<file path="config.mk">
export PLATFORM = sky130hd
export DESIGN_NAME = pix_zs_proc
export DESIGN_NICKNAME = d
export VERILOG_FILES = /design/src/rtl/pzs_pkg.sv /design/src/rtl/pzs_ped_ram.sv /design/src/rtl/pzs_div.sv /design/src/rtl/pix_zs_proc.sv
export SDC_FILE = /design/constraint.sdc
export NUM_CORES = 2
export LEC_CHECK = 0
export ABC_CLOCK_PERIOD_IN_PS = 28800
export BUFFER_PORTS_ARGS = -buffer_cell sky130_fd_sc_hd__buf_2
export CAP_MARGIN = 20
export CORE_AREA = 2 2 567 569
export DETAILED_ROUTE_END_ITERATION = 10
export DIE_AREA = 0 0 569 571
export PLACE_DENSITY = 0.59
export SLEW_MARGIN = 20
export SYNTH_ARGS = -nofsm -noshare
export SYNTH_HDL_FRONTEND = slang
export SYNTH_SLANG_ARGS = --single-unit
</file>
<file path="constraint.sdc">
create_clock -name clk -period 28.8 [get_ports clk]
set_input_delay 4.32 -clock clk [delete_from_list [all_inputs] [get_ports clk]]
set_output_delay 4.32 -clock clk [all_outputs]
set_load 0.02 [all_outputs]
</file>
<file path="src/rtl/pzs_pkg.sv">
package pzs_pkg;

  typedef enum logic [1:0] {
    ST_COLLECT = 2'd0,
    ST_DIVIDE  = 2'd1,
    ST_EMIT    = 2'd2
  } pzs_state_e;

  // Clamp a wide signed difference into the 9-bit corrected range.
  function automatic logic signed [8:0] sat9(input logic signed [10:0] v);
    if (v > 11'sd255)       return 9'sd255;
    else if (v < -11'sd256) return -9'sd256;
    else                    return v[8:0];
  endfunction

endpackage

</file>
<file path="src/rtl/pzs_ped_ram.sv">
module pzs_ped_ram #(
  parameter int LANES = 4,
  parameter int NGRP  = 4,
  parameter int NCOL  = 16,
  localparam int LW   = $clog2(LANES),
  localparam int GW   = $clog2(NGRP),
  localparam int COLW = $clog2(NCOL),
  localparam int ROWW = GW + LW
) (
  input  logic                  clk,
  input  logic                  we,
  input  logic [ROWW-1:0]       wrow,
  input  logic [COLW-1:0]       wcol,
  input  logic [7:0]            wdata,
  input  logic [GW-1:0]         rgrp,
  input  logic [COLW-1:0]       rcol,
  output logic [LANES*8-1:0]    rdata
);
  localparam int DEPTH = NGRP * NCOL;

  // One bank per lane so that a whole beat reads in one cycle.
  for (genvar l = 0; l < LANES; l++) begin : g_bank
    logic [7:0] mem [DEPTH];

    always_ff @(posedge clk) begin
      if (we && (wrow[LW-1:0] == LW'(l)))
        mem[{wrow[ROWW-1:LW], wcol}] <= wdata;
    end

    assign rdata[l*8 +: 8] = mem[{rgrp, rcol}];
  end

endmodule

</file>
<file path="src/rtl/pzs_div.sv">
module pzs_div #(
  parameter int NW = 15,
  parameter int DW = 7
) (
  input  logic          clk,
  input  logic          rst_n,
  input  logic          start,
  input  logic [NW-1:0] dividend,
  input  logic [DW-1:0] divisor,
  output logic          done,
  output logic [NW-1:0] quotient
);
  localparam int CNTW = $clog2(NW + 1);

  logic [DW:0]     rem_q;
  logic [NW-1:0]   quo_q;
  logic [DW-1:0]   dv_q;
  logic [NW-1:0]   dd_q;
  logic [CNTW-1:0] cnt_q;
  logic            busy_q;

  logic [DW:0] shifted, rem_n;
  logic        fits;

  always_comb begin
    shifted = {rem_q[DW-1:0], quo_q[NW-1]};
    fits    = shifted >= {1'b0, dv_q};
    rem_n   = fits ? shifted - {1'b0, dv_q} : shifted;
  end

  always_ff @(posedge clk) begin
    if (!rst_n) begin
      rem_q  <= '0;
      quo_q  <= '0;
      dv_q   <= '0;
      dd_q   <= '0;
      cnt_q  <= '0;
      busy_q <= 1'b0;
      done   <= 1'b0;
    end else begin
      done <= 1'b0;
      if (start) begin
        rem_q  <= '0;
        quo_q  <= dividend;
        dd_q   <= dividend;
        dv_q   <= divisor;
        cnt_q  <= CNTW'(NW);
        busy_q <= 1'b1;
      end else if (busy_q) begin
        rem_q <= rem_n;
        quo_q <= {quo_q[NW-2:0], fits};
        cnt_q <= cnt_q - 1'b1;
        if (cnt_q == CNTW'(1)) begin
          busy_q <= 1'b0;
          done   <= 1'b1;
        end
      end
    end
  end

  assign quotient = quo_q;

  // the quotient handed out is the truncated ratio of the latched operands.
  logic [NW+DW:0] prod_lo, prod_hi;
  assign prod_lo = (NW+DW+1)'(quo_q) * (NW+DW+1)'(dv_q);
  assign prod_hi = prod_lo + (NW+DW+1)'(dv_q);

  a_r4_quotient_exact: assert property (@(posedge clk) disable iff (!rst_n)
    done |-> (prod_lo <= (NW+DW+1)'(dd_q)) && ((NW+DW+1)'(dd_q) < prod_hi));

endmodule

</file>
<file path="src/rtl/pix_zs_proc.sv">
module pix_zs_proc #(
  parameter int LANES = 4,
  parameter int NGRP  = 4,
  parameter int NCOL  = 16,
  localparam int LW   = $clog2(LANES),
  localparam int GW   = $clog2(NGRP),
  localparam int COLW = $clog2(NCOL),
  localparam int ROWW = GW + LW
) (
  input  logic                 clk,
  input  logic                 rst_n,
  input  logic                 raw_mode,
  input  logic [7:0]           thresh,
  input  logic                 ped_we,
  input  logic [ROWW-1:0]      ped_row,
  input  logic [COLW-1:0]      ped_col,
  input  logic [7:0]           ped_data,
  input  logic                 s_valid,
  output logic                 s_ready,
  input  logic [GW-1:0]        s_grp,
  input  logic [LANES*8-1:0]   s_samples,
  output logic                 m_valid,
  input  logic                 m_ready,
  output logic [25:0]          m_data
);
  import pzs_pkg::*;

  localparam int NPIX = LANES * NCOL;
  localparam int PW   = $clog2(NPIX);
  localparam int SW   = 9 + PW;
  localparam int CW   = PW + 1;

  pzs_state_e              state_q;
  logic [COLW-1:0]         col_q;
  logic [GW-1:0]           grp_q;
  logic                    raw_q;
  logic signed [SW-1:0]    sum_q;
  logic [CW-1:0]           cnt_q;
  logic                    neg_q;
  logic signed [8:0]       cm_q;
  logic [PW-1:0]           ptr_q;
  logic signed [8:0]       buf_q [NPIX];

  // ---------------- collection ----------------
  logic                    accept, first_beat, last_beat, eff_raw;
  logic [GW-1:0]           eff_grp;
  logic [LANES*8-1:0]      ped_rd;
  logic signed [8:0]       d_a [LANES];
  logic signed [SW-1:0]    beat_sum, sum_n;
  logic [CW-1:0]           beat_cnt, cnt_n;
  logic [SW-1:0]           sum_mag;

  assign s_ready    = (state_q == ST_COLLECT);
  assign accept     = s_valid && s_ready;
  assign first_beat = (col_q == '0);
  assign last_beat  = (col_q == COLW'(NCOL - 1));
  assign eff_raw    = first_beat ? raw_mode : raw_q;
  assign eff_grp    = first_beat ? s_grp : grp_q;

  pzs_ped_ram #(.LANES(LANES), .NGRP(NGRP), .NCOL(NCOL)) i_ped (
    .clk   (clk),
    .we    (ped_we),
    .wrow  (ped_row),
    .wcol  (ped_col),
    .wdata (ped_data),
    .rgrp  (eff_grp),
    .rcol  (col_q),
    .rdata (ped_rd)
  );

  always_comb begin
    beat_sum = '0;
    beat_cnt = '0;
    for (int l = 0; l < LANES; l++) begin
      if (eff_raw)
        d_a[l] = $signed({1'b0, s_samples[l*8 +: 8]});
      else
        d_a[l] = $signed({1'b0, s_samples[l*8 +: 8]}) - $signed({1'b0, ped_rd[l*8 +: 8]});
      if (d_a[l] <= $signed({1'b0, thresh})) begin
        beat_sum = beat_sum + SW'(d_a[l]);
        beat_cnt = beat_cnt + CW'(1);
      end
    end
    sum_n   = (first_beat ? '0 : sum_q) + beat_sum;
    cnt_n   = (first_beat ? '0 : cnt_q) + beat_cnt;
    sum_mag = sum_n[SW-1] ? SW'(-sum_n) : SW'(sum_n);
  end

  // ---------------- common-mode divide ----------------
  logic            div_start, div_done;
  logic [SW-1:0]   div_q;

  assign div_start = accept && last_beat && !eff_raw && (cnt_n != '0);

  pzs_div #(.NW(SW), .DW(CW)) i_div (
    .clk      (clk),
    .rst_n    (rst_n),
    .start    (div_start),
    .dividend (sum_mag),
    .divisor  (cnt_n),
    .done     (div_done),
    .quotient (div_q)
  );

  // ---------------- emission ----------------
  logic signed [8:0]  cur, corr;
  logic               keep, advance;

  always_comb begin
    cur     = buf_q[ptr_q];
    corr    = sat9(11'(cur) - 11'(cm_q));
    keep    = raw_q || (corr > $signed({1'b0, thresh}));
    m_valid = (state_q == ST_EMIT) && keep;
    advance = (state_q == ST_EMIT) && (!keep || m_ready);
    m_data  = {10'({grp_q, ptr_q[LW-1:0]}), 8'(ptr_q[PW-1:LW]),
               raw_q ? cur[7:0] : corr[7:0]};
  end

  always_ff @(posedge clk) begin
    if (accept) begin
      for (int l = 0; l < LANES; l++)
        buf_q[{col_q, LW'(l)}] <= d_a[l];
    end
  end

  always_ff @(posedge clk) begin
    if (!rst_n) begin
      state_q <= ST_COLLECT;
      col_q   <= '0;
      grp_q   <= '0;
      raw_q   <= 1'b0;
      sum_q   <= '0;
      cnt_q   <= '0;
      neg_q   <= 1'b0;
      cm_q    <= '0;
      ptr_q   <= '0;
    end else begin
      unique case (state_q)
        ST_COLLECT: if (accept) begin
          sum_q <= sum_n;
          cnt_q <= cnt_n;
          if (first_beat) begin
            grp_q <= s_grp;
            raw_q <= raw_mode;
          end
          if (last_beat) begin
            col_q <= '0;
            ptr_q <= '0;
            neg_q <= sum_n[SW-1];
            if (div_start) begin
              state_q <= ST_DIVIDE;
            end else begin
              cm_q    <= '0;
              state_q <= ST_EMIT;
            end
          end else begin
            col_q <= col_q + 1'b1;
          end
        end
        ST_DIVIDE: if (div_done) begin
          cm_q    <= neg_q ? -$signed(div_q[8:0]) : $signed(div_q[8:0]);
          state_q <= ST_EMIT;
        end
        ST_EMIT: if (advance) begin
          if (ptr_q == PW'(NPIX - 1)) state_q <= ST_COLLECT;
          else                        ptr_q   <= ptr_q + 1'b1;
        end
        default: state_q <= ST_COLLECT;
      endcase
    end
  end

  // ---------------- assertions ----------------
  a_r9_stall_hold: assert property (@(posedge clk) disable iff (!rst_n)
    (m_valid && !m_ready) |=> (m_valid && $stable(m_data)));

  a_r3_no_input_while_output: assert property (@(posedge clk) disable iff (!rst_n)
    m_valid |-> !s_ready);

  a_r3_frame_closes: assert property (@(posedge clk) disable iff (!rst_n)
    (accept && last_beat) |=> !s_ready);

  a_r6_above_threshold: assert property (@(posedge clk) disable iff (!rst_n)
    (m_valid && !raw_q) |-> (m_data[7:0] > thresh));

  a_r1_reset_idle: assert property (@(posedge clk)
    $rose(rst_n) |-> (s_ready && !m_valid));

endmodule

</file>
==> results_dict.tcl <==
set metrics [dict create \
    status "finished clean" \
    cp_data_arrival_time_ps 15740 \
    path_class "in -> reg" \
    place_congestion 0.8209 \
    met3_length_mm 20.29 \
    finalSetupViolCount 0 \
    fin_tns_setup_ps 0 \
    avgSynthCellArea_um2 19.78 \
    wl_mm 279.8 \
    clkPwrFrac_pct 34.7 \
    relSlewSlack_pct 24.97 \
    crit_start "s_grp[0]" \
    syn_to_final_growth_pct 13.36 \
    power_frac_comb_pct 21.8 \
    min_period_over_period_pct 52.10 \
    numCtsBuffers 290 \
    r2r-start "col_q[0]" \
    rsz0062_at_grt "false" \
    hold_depth 2 \
    track_usage_pct 17.04 \
    maxCapViolCount 0 \
    yosysWarnings 0 \
    n_fill_cell 28275 \
    clk_pin_slew_ps 60 \
    io_buffer_count 81 \
    num_rows 208 \
    pwr-share-seq_pct 43.5 \
    cts_tree "done" \
    min_from "cnt_q[2]" \
    dieWidth_um 569 \
    htree_levels 5 \
    yosys.area.top_type "edfxtp_1" \
    synthFlopType "edfxtp_1" \
    ys_seq_elements 2712 \
    hold_viol_final 0 \
    fin_skew_ps 58.35 \
    io_pins 92 \
    critPathLaunchType "input pin" \
    p_leak_uw 0.03861 \
    clkLatencyLatePin_ps 870 \
    grt_pass1_wl_mm 404.3 \
    overflow 0 \
    seq_area_frac_synth_pct 72.58 \
    synth_top_area_share_pct 70.99 \
    synthesis.instances 5611 \
    cts_resized 0 \
    avgRoutedWirePerCell_um 27.33 \
    cts_root_buffer "clkbuf_16" \
    route.detailed.drc 0 \
    synth_cell_types 73 \
    layout_common_cells "2624 x edfxtp_1, 827 x mux4_2, 375 x nor2_1, 353 x nand2_1, 299 x clkbuf_16" \
    layout_commonest_cell "edfxtp_1" \
    r2r_end "i_div.quotient[12]" \
    core_um2 319300 \
    async_flop_share_pct 0 \
    post_drt_via_cell_ratio 5.413 \
    crit_path_max_incr_delay_ps 670 \
    cpMostUsedCell "nand2_1" \
    reg2regPathDepth 53 \
    path_max_fanout 42 \
    post-cts-setup-buffers 0 \
    drt-initial-drc-count 6083 \
    final-max-slew-violation-count 0 \
    crit_path_end_kind "flip-flop" \
    wl_met2_mm 131.2 \
    peakVddDrop_uv 113.3 \
    start_util_pct 34.76 \
    num_vias 55410 \
    drive_gt1_share_pct 25.05 \
    fp.dieArea_um2 324900 \
    switchingPower_uw 2829 \
    die_h_um 571 \
    wl_met1_mm 122.6 \
    min_to "cnt_q[2]" \
    grt_pass1_vias 55827 \
    powerDensity_nw_per_um2 81.14 \
    synth-edff-count 2624 \
    final_antenna_net_count 0 \
    postCtsHoldBufs 0 \
    firstDrtPassIters 6 \
    synthTopCellsByArea "edfxtp_1 71%, mux4_2 17%, ha_1 1.8%" \
    dp_hpwl_mm 179.4 \
    cts_sinks 2712 \
    fin_crit_ps 15000 \
    fmax_ghz 0.06665 \
    cts.path.max_buffers 4 \
    worst_pin_slew_ps 1125 \
    hp-class "reg -> reg" \
    top_layer_used "met5" \
    p_int_uw 7380 \
    power_switching_share_pct 27.71 \
    nNetsFinal 6042 \
    cp.required_ps 29540 \
    totalPowerFinal_uw 10210 \
    reg2reg_slack_ps 14490 \
    syn-cell-area_um2 111000 \
    crit_path_top_delay_cell "nand2_1" \
    antenna_found_initial 22 \
    grt_max_degree 134 \
]
## cells in the mapped netlist, drive strengths merged (14+ instances only)
master and count:
nor3 29, inv 78, nand2b 25, dfxtp 88, edfxtp 2624, xnor2 56, o21a 30, buf 101
nor2b 38, a21o 41, xor2 42, and2 14, nand2 354, o31ai 14, o21ai 112, mux2 39
a21oi 127, mux2i 23, nand3 45, clkbuf 201, ha 156, mux4 827, nor2 388, nand4 14
a211oi 23
## logic make-up after synthesis
kind of cell | Yosys count | synth area share (%)
flops | 2712 | 72.58
compound gates | 410 | 2.267
buf+inv | 382 | 1.335
other cells | 1 | 0.003379
fa+ha+maj | 167 | 1.957
simple gates | 951 | 3.659
mux | 889 | 17.39
xor+xnor | 99 | 0.8105
## worst max path at each step
stage,end,slack [ps]
after floorplan,i_div.quotient[6],14350
after global placement,i_div.quotient[12],13080
after detailed placement,i_div.quotient[9],13000
after CTS,i_div.quotient[6],13910
after global routing,i_div.quotient[12],13000
final,i_div.quotient[12],13800
## critical path, delay by kind of cell
family,cells,cell delay (ps)
compound gates,23,4040
fa+ha+maj,6,2070
buf+inv,3,800
mux,1,290
xor+xnor,6,1390
simple gates,11,2800
## stage by stage
stage	area (um^2)	hold WS (ps)	std cells	setup slack, ps	utilization (%)
after detailed placement	116900	441.7	9718	13000	36.60
final	125800	447.5	10237	13800	39.40
after floorplan	111000	431.8	5621	14350	-
after CTS	125800	449.4	10222	13910	39.38
after global placement	116900	438.7	9718	13080	36.60
after global routing	125800	469.8	10225	13000	39.39
## power groups by stage
| stage | clock [uW] | sequential, uW | combinational, uW |
|---|---|---|---|
| 3_3_place_gp | 0 | 4520 | 2170 |
| 3_5_place_dp | 0 | 4520 | 2220 |
| 5_1_grt | 3750 | 4440 | 2470 |
| 2_1_floorplan | 0 | 4520 | 1620 |
| 6_report | 3540 | 4440 | 2230 |
| 4_1_cts | 3610 | 4440 | 2230 |
## routing by layer
metal / global-route usage (%) / up-vias
met5: 0 / -
met4: 3.717 / 10
met3: 2.891 / 367
met2: 26.78 / 2003
met1: 24.85 / 29760
li1: - / 23270
## sequential cells by signal (all words and copies together) (netlist names), 4 cells and up, named ones only
register          count
col_q                 4
i_div.quotient       15
cnt_q                 7
cm_q                  9
i_ped.g_bank.mem   2048
sum_q                15
i_div.rem_q           7
i_div.dv_q            7
ptr_q                 6
buf_q               576
i_div.cnt_q           4
## layout make-up
type                       instances  area (um^2)  area share (%)
clock inverter                   150         1197          0.9517
clock buffer                     354         7689           6.111
tap                             4200         5255           4.177
sequential                      2712        80580           64.05
multi-input combinational       2527        29280           23.27
antenna                           14        35.03         0.02784
timing repair buffer             200         1483           1.178
inverter                          80        300.3          0.2387
Note: power is estimated with default switching activity, not from simulation.
